<file path="config.mk">
export PLATFORM = sky130hd
export DESIGN_NAME = ldf_load_shaper
export DESIGN_NICKNAME = d
export VERILOG_FILES = /design/src/rtl/ldf_pkg.sv /design/src/rtl/ldf_byte_rev.sv /design/src/rtl/ldf_legal.sv /design/src/rtl/ldf_extend.sv /design/src/rtl/ldf_load_shaper.sv
export SDC_FILE = /design/constraint.sdc
export NUM_CORES = 1
export LEC_CHECK = 0
export BUFFER_PORTS_ARGS = -buffer_cell sky130_fd_sc_hd__buf_4
export CAP_MARGIN = 20
export CORE_MARGIN = 1.5
export CORE_UTILIZATION = 45
export CTS_BUF_LIST = sky130_fd_sc_hd__clkbuf_4 sky130_fd_sc_hd__clkbuf_8 sky130_fd_sc_hd__clkbuf_16
export CTS_CLUSTER_SIZE = 25
export DETAILED_ROUTE_END_ITERATION = 6
export PLACE_DENSITY = 0.77
export SETUP_SLACK_MARGIN = 0.3
export SYNTH_ARGS = -nofsm -noshare
export SYNTH_HDL_FRONTEND = slang
export SYNTH_SLANG_ARGS = --single-unit
</file>
<file path="constraint.sdc">
create_clock -name clk -period 0.8 [get_ports clk]
set_clock_uncertainty 0.15 [all_clocks]
set_input_delay 0.04 -clock clk [delete_from_list [all_inputs] [get_ports clk]]
set_output_delay 0.04 -clock clk [all_outputs]
set_load 0.05 [all_outputs]
</file>
<file path="src/rtl/ldf_pkg.sv">
package ldf_pkg;
    localparam int XLEN   = 64;
    localparam int QW     = 2 * XLEN;
    localparam int NBYTES = XLEN / 8;

    typedef enum logic [2:0] {
        SZ_BYTE = 3'd0,
        SZ_HALF = 3'd1,
        SZ_WORD = 3'd2,
        SZ_DBL  = 3'd3,
        SZ_QUAD = 3'd4
    } size_e;

    typedef struct packed {
        logic [XLEN-1:0] even;
        logic [XLEN-1:0] odd;
        logic            illegal;
    } result_t;
endpackage

</file>
<file path="src/rtl/ldf_byte_rev.sv">
module ldf_byte_rev #(
    parameter int NB = 8
) (
    input  logic [NB*8-1:0] data_i,
    output logic [NB*8-1:0] data_o
);
    // Byte lane g of the output takes lane NB-1-g of the input.
    for (genvar g = 0; g < NB; g++) begin : g_lane
        assign data_o[g*8 +: 8] = data_i[(NB-1-g)*8 +: 8];
    end
endmodule

</file>
<file path="src/rtl/ldf_legal.sv">
module ldf_legal
    import ldf_pkg::*;
(
    input  logic [2:0] size_i,
    input  logic       alg_i,
    input  logic       brev_i,
    output logic       illegal_o
);
    always_comb begin
        case (size_i)
            SZ_BYTE:          illegal_o = alg_i | brev_i;
            SZ_HALF, SZ_WORD: illegal_o = alg_i & brev_i;
            SZ_DBL:           illegal_o = alg_i;
            SZ_QUAD:          illegal_o = alg_i | brev_i;
            default:          illegal_o = 1'b1;
        endcase
    end
endmodule

</file>
<file path="src/rtl/ldf_extend.sv">
module ldf_extend
    import ldf_pkg::*;
#(
    parameter int W = 64
) (
    input  logic [W-1:0] elem_i,
    input  logic [2:0]   size_i,
    input  logic         sign_i,
    output logic [W-1:0] val_o
);
    localparam int HB = 16;
    localparam int WB = 32;

    always_comb begin
        case (size_i)
            SZ_BYTE: val_o = {{(W-8){sign_i & elem_i[7]}},     elem_i[7:0]};
            SZ_HALF: val_o = {{(W-HB){sign_i & elem_i[HB-1]}}, elem_i[HB-1:0]};
            SZ_WORD: val_o = {{(W-WB){sign_i & elem_i[WB-1]}}, elem_i[WB-1:0]};
            default: val_o = elem_i;
        endcase
    end
endmodule

</file>
<file path="src/rtl/ldf_load_shaper.sv">
module ldf_load_shaper
    import ldf_pkg::*;
#(
    parameter bit OUT_REG = 1'b1
) (
    input  logic            clk,
    input  logic            rst_n,
    input  logic [QW-1:0]   mem_data_i,
    input  logic [2:0]      size_i,
    input  logic            alg_i,
    input  logic            brev_i,
    input  logic            le_mode_i,
    output logic [XLEN-1:0] res_even_o,
    output logic [XLEN-1:0] res_odd_o,
    output logic            illegal_o
);
    localparam int HSHIFT = XLEN - 16;
    localparam int WSHIFT = XLEN - 32;

    logic [XLEN-1:0] lo_dw, hi_dw, lo_rev, hi_rev;
    logic [XLEN-1:0] swap_elem, elem, ext_val;
    logic            illegal;
    result_t         res_d, res_q;

    assign lo_dw = mem_data_i[XLEN-1:0];
    assign hi_dw = mem_data_i[QW-1:XLEN];

    ldf_byte_rev #(.NB(NBYTES)) u_rev_lo (.data_i(lo_dw), .data_o(lo_rev));
    ldf_byte_rev #(.NB(NBYTES)) u_rev_hi (.data_i(hi_dw), .data_o(hi_rev));

    ldf_legal u_legal (
        .size_i   (size_i),
        .alg_i    (alg_i),
        .brev_i   (brev_i),
        .illegal_o(illegal)
    );

    // A narrow swapped element ends up at the top of the reversed doubleword;
    // shift it down so the extension stage sees it in the low lanes.
    always_comb begin
        case (size_i)
            SZ_HALF: swap_elem = lo_rev >> HSHIFT;
            SZ_WORD: swap_elem = lo_rev >> WSHIFT;
            default: swap_elem = lo_rev;
        endcase
        elem = brev_i ? swap_elem : lo_dw;
    end

    ldf_extend #(.W(XLEN)) u_ext (
        .elem_i(elem),
        .size_i(size_i),
        .sign_i(alg_i & ~brev_i),
        .val_o (ext_val)
    );

    always_comb begin
        res_d         = '0;
        res_d.illegal = illegal;
        if (!illegal) begin
            if (size_i == SZ_QUAD) begin
                res_d.even = le_mode_i ? lo_rev : hi_dw;
                res_d.odd  = le_mode_i ? hi_rev : lo_dw;
            end else begin
                res_d.even = ext_val;
            end
        end
    end

    if (OUT_REG) begin : g_reg
        always_ff @(posedge clk or negedge rst_n) begin
            if (!rst_n) res_q <= '0;
            else        res_q <= res_d;
        end

        assert_latency_R11: assert property (@(posedge clk) disable iff (!rst_n)
            rst_n |=> (res_q == $past(res_d)));
    end else begin : g_comb
        assign res_q = res_d;
    end

    assign res_even_o = res_q.even;
    assign res_odd_o  = res_q.odd;
    assign illegal_o  = res_q.illegal;

    assert_zero_fill_R1: assert property (@(posedge clk) disable iff (!rst_n)
        (size_i == SZ_BYTE && !alg_i && !brev_i)
        |-> (res_d.even[XLEN-1:8] == '0 && res_d.even[7:0] == mem_data_i[7:0]));

    assert_sign_ext_R2: assert property (@(posedge clk) disable iff (!rst_n)
        (size_i == SZ_WORD && alg_i && !brev_i)
        |-> (res_d.even[XLEN-1:32] == {(XLEN-32){mem_data_i[31]}}));

    assert_half_swap_R4: assert property (@(posedge clk) disable iff (!rst_n)
        (size_i == SZ_HALF && brev_i && !alg_i)
        |-> (res_d.even == {{(XLEN-16){1'b0}}, mem_data_i[7:0], mem_data_i[15:8]}));

    assert_quad_be_R7: assert property (@(posedge clk) disable iff (!rst_n)
        (size_i == SZ_QUAD && !alg_i && !brev_i && !le_mode_i)
        |-> (res_d.even == mem_data_i[QW-1:XLEN] && res_d.odd == mem_data_i[XLEN-1:0]));

    assert_quad_le_R8: assert property (@(posedge clk) disable iff (!rst_n)
        (size_i == SZ_QUAD && !alg_i && !brev_i && le_mode_i)
        |-> (res_d.even[XLEN-1 -: 8] == mem_data_i[7:0]
             && res_d.odd[XLEN-1 -: 8] == mem_data_i[XLEN+7:XLEN]));

    assert_odd_zero_R9: assert property (@(posedge clk) disable iff (!rst_n)
        (size_i != SZ_QUAD) |-> (res_d.odd == '0));

    assert_illegal_zero_R10: assert property (@(posedge clk) disable iff (!rst_n)
        res_d.illegal |-> (res_d.even == '0 && res_d.odd == '0));
endmodule

</file>
# After elaboration in Yosys (flattened, before gate mapping)
# Cells that the tools add are included.
[word_totals]
inputBits = 136
elab_cells = 26
register_bits = 129
output_inout_bits = 129
[classes]
muxes = 9
reduce_logical = 3
eq_ne = 4
bitwise_logic = 7
[ops]
columns = ["op", "count"]
rows = [
  ["64-bit 2-to-1 mux", 5],
  ["64-bit case mux with 3 select lines", 1],
  ["128-bit 2-to-1 mux", 1],
  ["64-bit case mux with 2 select lines", 1],
  ["3-bit by 2-bit equality test with 1-bit output (second input constant)", 2],
  ["1-bit bitwise AND", 5],
  ["2-bit OR reduction", 2],
  ["3-bit by 1-bit equality test with 1-bit output (second input constant)", 1],
  ["3-bit equality test (second input constant)", 1],
  ["3-bit logical NOT", 1],
  ["1-bit case mux with 3 select lines", 1],
  ["1-bit inverter", 1],
  ["1-bit bitwise OR", 1],
]

# Depth between registers and ports, before layout
[logic_depth]
word_depth = 7
mapped_depth = 7
mapped_depth_nobuf = 4

# Modules after synthesis
# From an unflattened synthesis, not the netlist that was laid out.
[unflattened]
cells_unflattened = 878
area_unflattened_um2 = 8546.9
[by_module_without_submodules]
columns = ["module", "area_each_um2", "cells_each", "seq_area_each_um2", "instances"]
rows = [
  ["ldf_load_shaper", 6899.1, 652, 3228.1, 1],
  ["ldf_byte_rev", 480.5, 64, 0.0, 2],
  ["ldf_extend", 659.4, 94, 0.0, 1],
  ["ldf_legal", 27.5, 4, 0.0, 1],
]

# Least setup slack after synthesis
# Ideal clock, no wire load.
[synth_timing]
path_kind = "input to register"
startpoint = "input size_i[0]"
endpoint = "register res_q (netlist bit res_even_o[55])"
arrival_time_ps = 1205
path_stages = 6
setup_slack_ps = -649
t_required_ps = 556
n_path_buf = 2
setup_time_ps = 94
cell_sequence = "buf_4 -> or3b_1 -> a21o_1 -> a21o_4 -> buf_6 -> a221oi_2"
[synth_rtl]
columns = ["item", "line_no", "rtl"]
rows = [
  ["start: declaration", "ldf_load_shaper.sv:9", "input logic [2:0] size_i,"],
  ["end signal: assignment", "ldf_load_shaper.sv:72", "else res_q <= res_d;"],
  ["end: declaration", "ldf_load_shaper.sv:23", "result_t res_d, res_q;"],
]

==> impl_metrics.csv <==
group,metric,value,unit
outcome,outcome,"finished with violations",
outcome,failed_checks,"DRC, hold timing, setup timing",
synth,ys_warn_count,0,
global_route,grt_antenna_before_repair,1,
route,ant_nets,0,
synth,synthTopCellsByCount,"154 x mux2i_1, 129 x dfrtp_1, 73 x nor2_1",
cts,cts_sinks,129,
cts,h-tree-depth,4,
placed_design,place_ws,-964.9,ps
synth,ys_seq_elements,129,
finish,syn_to_final_growth,95.38,%
finish,fin_area,13880,sq um
sta,fin_crit,1439,ps
pwr,ir_drop,0.001598,V
sta,fmax,0.6951,GHz
synth,ys_types,51,
setup_path,cpLargestDelayFamily,"compound AO/OA/AOI/OAI gates",
floorplan,rows,45,
setup_path,cp_num_buf_inv,4,
finish,regArea,3352,sq um
sta,tns,-90590,ps
global_route,grt_first_pass_wirelength,51790,um
cts,cts_tree,"done",
setup_path,critPathLaunchType,"primary input",
setup_path,cpMaxStageDelayCell,"a221oi_4",
job,drv_cap,0,
setup_path,cpPeakStageDelay,350,ps
setup_path,cp.arrival,1580,ps
route,wirelength,42250,um
sta,hold_slack,-718.1,ps
cts,cts_buffers,17,
sta,rsz0062_at_grt,"yes",
floorplan,ioPinCount,265,
setup_path,cp_common_cell,"buf_12",
setup_path,crit_type,"in -> reg",
placed_design,globalplace.congestion,0.9502,
synth,synthTopCellsByArea,"dfrtp_1 45%, mux2i_1 22%, a221oi_2 6.3%",
cts,cts-root-buf,"clkbuf_16",
placed_design,placed_cell_area,10390,sq um
floorplan,die_w,128.6,um
sta,fin_crit_sh,179.8,%
route,dr.pass1.iters,7,
floorplan,die-area,16540,sq um
sta,slew_viol_final,0,
route,vias,8931,
global_route,track_usage,42.53,%
floorplan,start_util,46.37,%
finish,multi_input_area,4758,sq um
setup_path,cp.required,940,ps
setup_path,path_cells,"buf_12 > buf_6 > a2bb2oi_2 > buf_4 > a32oi_4 > a21o_4 > buf_12 > a221oi_4",
floorplan,core_area,15310,sq um
synth,syn_nets,754,
sta,setup_viol,258,
sta,finalWorstSetupSlack,-638.6,ps
sta,tightest_slew,878.5,ps
route,viasPerCell,6.994,
setup_path,crit_start,"size_i[0]",
synth,synth_top_area_share,45.45,%
placed_design,io_buffers,264,
synth,synthCells,618,
pwr,p_leak,6.398,nW
hold_path,hold_class,"in -> async",
synth,syn_avg_cell_area,11.49,sq um
synth,synth-edff-count,0,
route,drt_iter0_drc,1330,
route,wl_per_cell,33.08,um
placed_design,post-dp-hpwl,21250,um
synth,yosys.area.top_type,"dfrtp_1",
setup_path,cp_max_fo,8,
global_route,grt_max_degree,41,
global_route,gr-total-overflow,0,
synth,synthFlopType,"dfrtp_1",
pwr,powerDensity,1602,nW/um^2
cts,cts_buffer_depth,2,
floorplan,die_h,128.6,um
finish,drive_above_1_share,74.27,%
route,remaining_drc_errors,32,
finish,nNetsFinal,1188,
global_route,grt_pass1_vias,8358,
setup_path,critPathCaptureType,"flop",
cts,path_clk_slew,60,ps
synth,synthArstFlopShare,100.0,%
sta,finalHoldViolCount,253,
finish,fillers,578,
synth,ys_seq_area_share,45.45,%
synth,synth_most_common_cell,"mux2i_1",
sta,slew_headroom,39.76,%
synth,syn-cell-area,7102,sq um
==> kinds of logic (layout without fill, tap and decap cells) <==
family | Yosys count | count (layout) | synth area share, %
xor gates and xnor gates | 1 | 1 | 0.2291
AOI/OAI and AO/OA | 154 | 155 | 20.28
DFF | 129 | 129 | 45.45
and+or+nand+nor | 111 | 112 | 7.030
buffers and inverters | 67 | 512 | 4.986
muxes | 156 | 156 | 22.02
other | 0 | 1 | 0
==> final cells by class <==
type	instances	area share (%)
Antenna cell	1	0.01803
Multi-Input combinational cell	424	34.29
Clock buffer	23	3.526
Sequential cell	129	24.16
Tap cell	211	1.903
Clock inverter	9	0.7665
Inverter	10	0.3156
Timing Repair Buffer	470	35.02
==> sequential cells by signal (all words and copies together), names as in the netlist <==
signal      cells
illegal_o       1
res_even_o     64
res_odd_o      64
==> stage by stage <==
step | power (W) | std cells | util [%]
floorplan | 0.009774 | 618 | -
global placement | 0.01206 | 1167 | 67.73
detailed placement | 0.01215 | 1168 | 67.86
CTS | 0.02111 | 1261 | 86.85
global route | 0.02259 | 1277 | 90.60
finish | 0.02223 | 1277 | 90.60
==> path summary, 6_finish.rpt <==
kind	endpoint	slack (ps)	cells past startpoint
min in group clk	res_odd_o[11]	-230	3
min	res_odd_o[19]	-720	1
max	res_even_o[49]	-640	8
max in group asynchronous	res_even_o[7]	720	2
==> report_power, final <==
group	switching [W]	total (W)	internal, W
sequential	0.000183	0.00701	0.00683
clock	0.00307	0.00799	0.00492
combinational	0.00427	0.00723	0.00296
==> cell usage in the layout, fill, tap and decap left out, types with 4 or more instances in the layout <==
master,count
buf_12,31
nor3_1,5
a21boi_0,7
clkinvlp_4,4
buf_8,7
a21oi_1,8
dfrtp_2,99
buf_6,178
o21ai_4,4
buf_16,9
dfrtp_1,30
a211o_1,5
buf_4,243
mux2i_1,153
a221o_1,5
clkbuf_16,18
a221oi_4,7
inv_1,8
o31ai_1,5
o22ai_1,11
a221oi_2,51
a222oi_1,15
a21oi_2,6
nor2_4,70
a2111oi_4,4
nand2_1,4
==> per-layer routing <==
metal  global-route usage (%)  part of all wire, %  vias to the layer above
met5                        0                    0                        -
met4                    23.13                  9.0                        0
met3                    10.69                   13                      343
met2                    69.61                   45                      961
met1                    51.88                   33                     4357
li1                         -                    -                     3270
==> what timing repair did <==
item,4_1_cts,5_1_grt
pin swaps,107,47
endpoints found under the setup margin,258,258
hold endpoints to repair,257,256
buffers inserted,48,14
resized for setup,392,84
cloned,13,1
No activity file was read; power rests on OpenSTA's default activity.
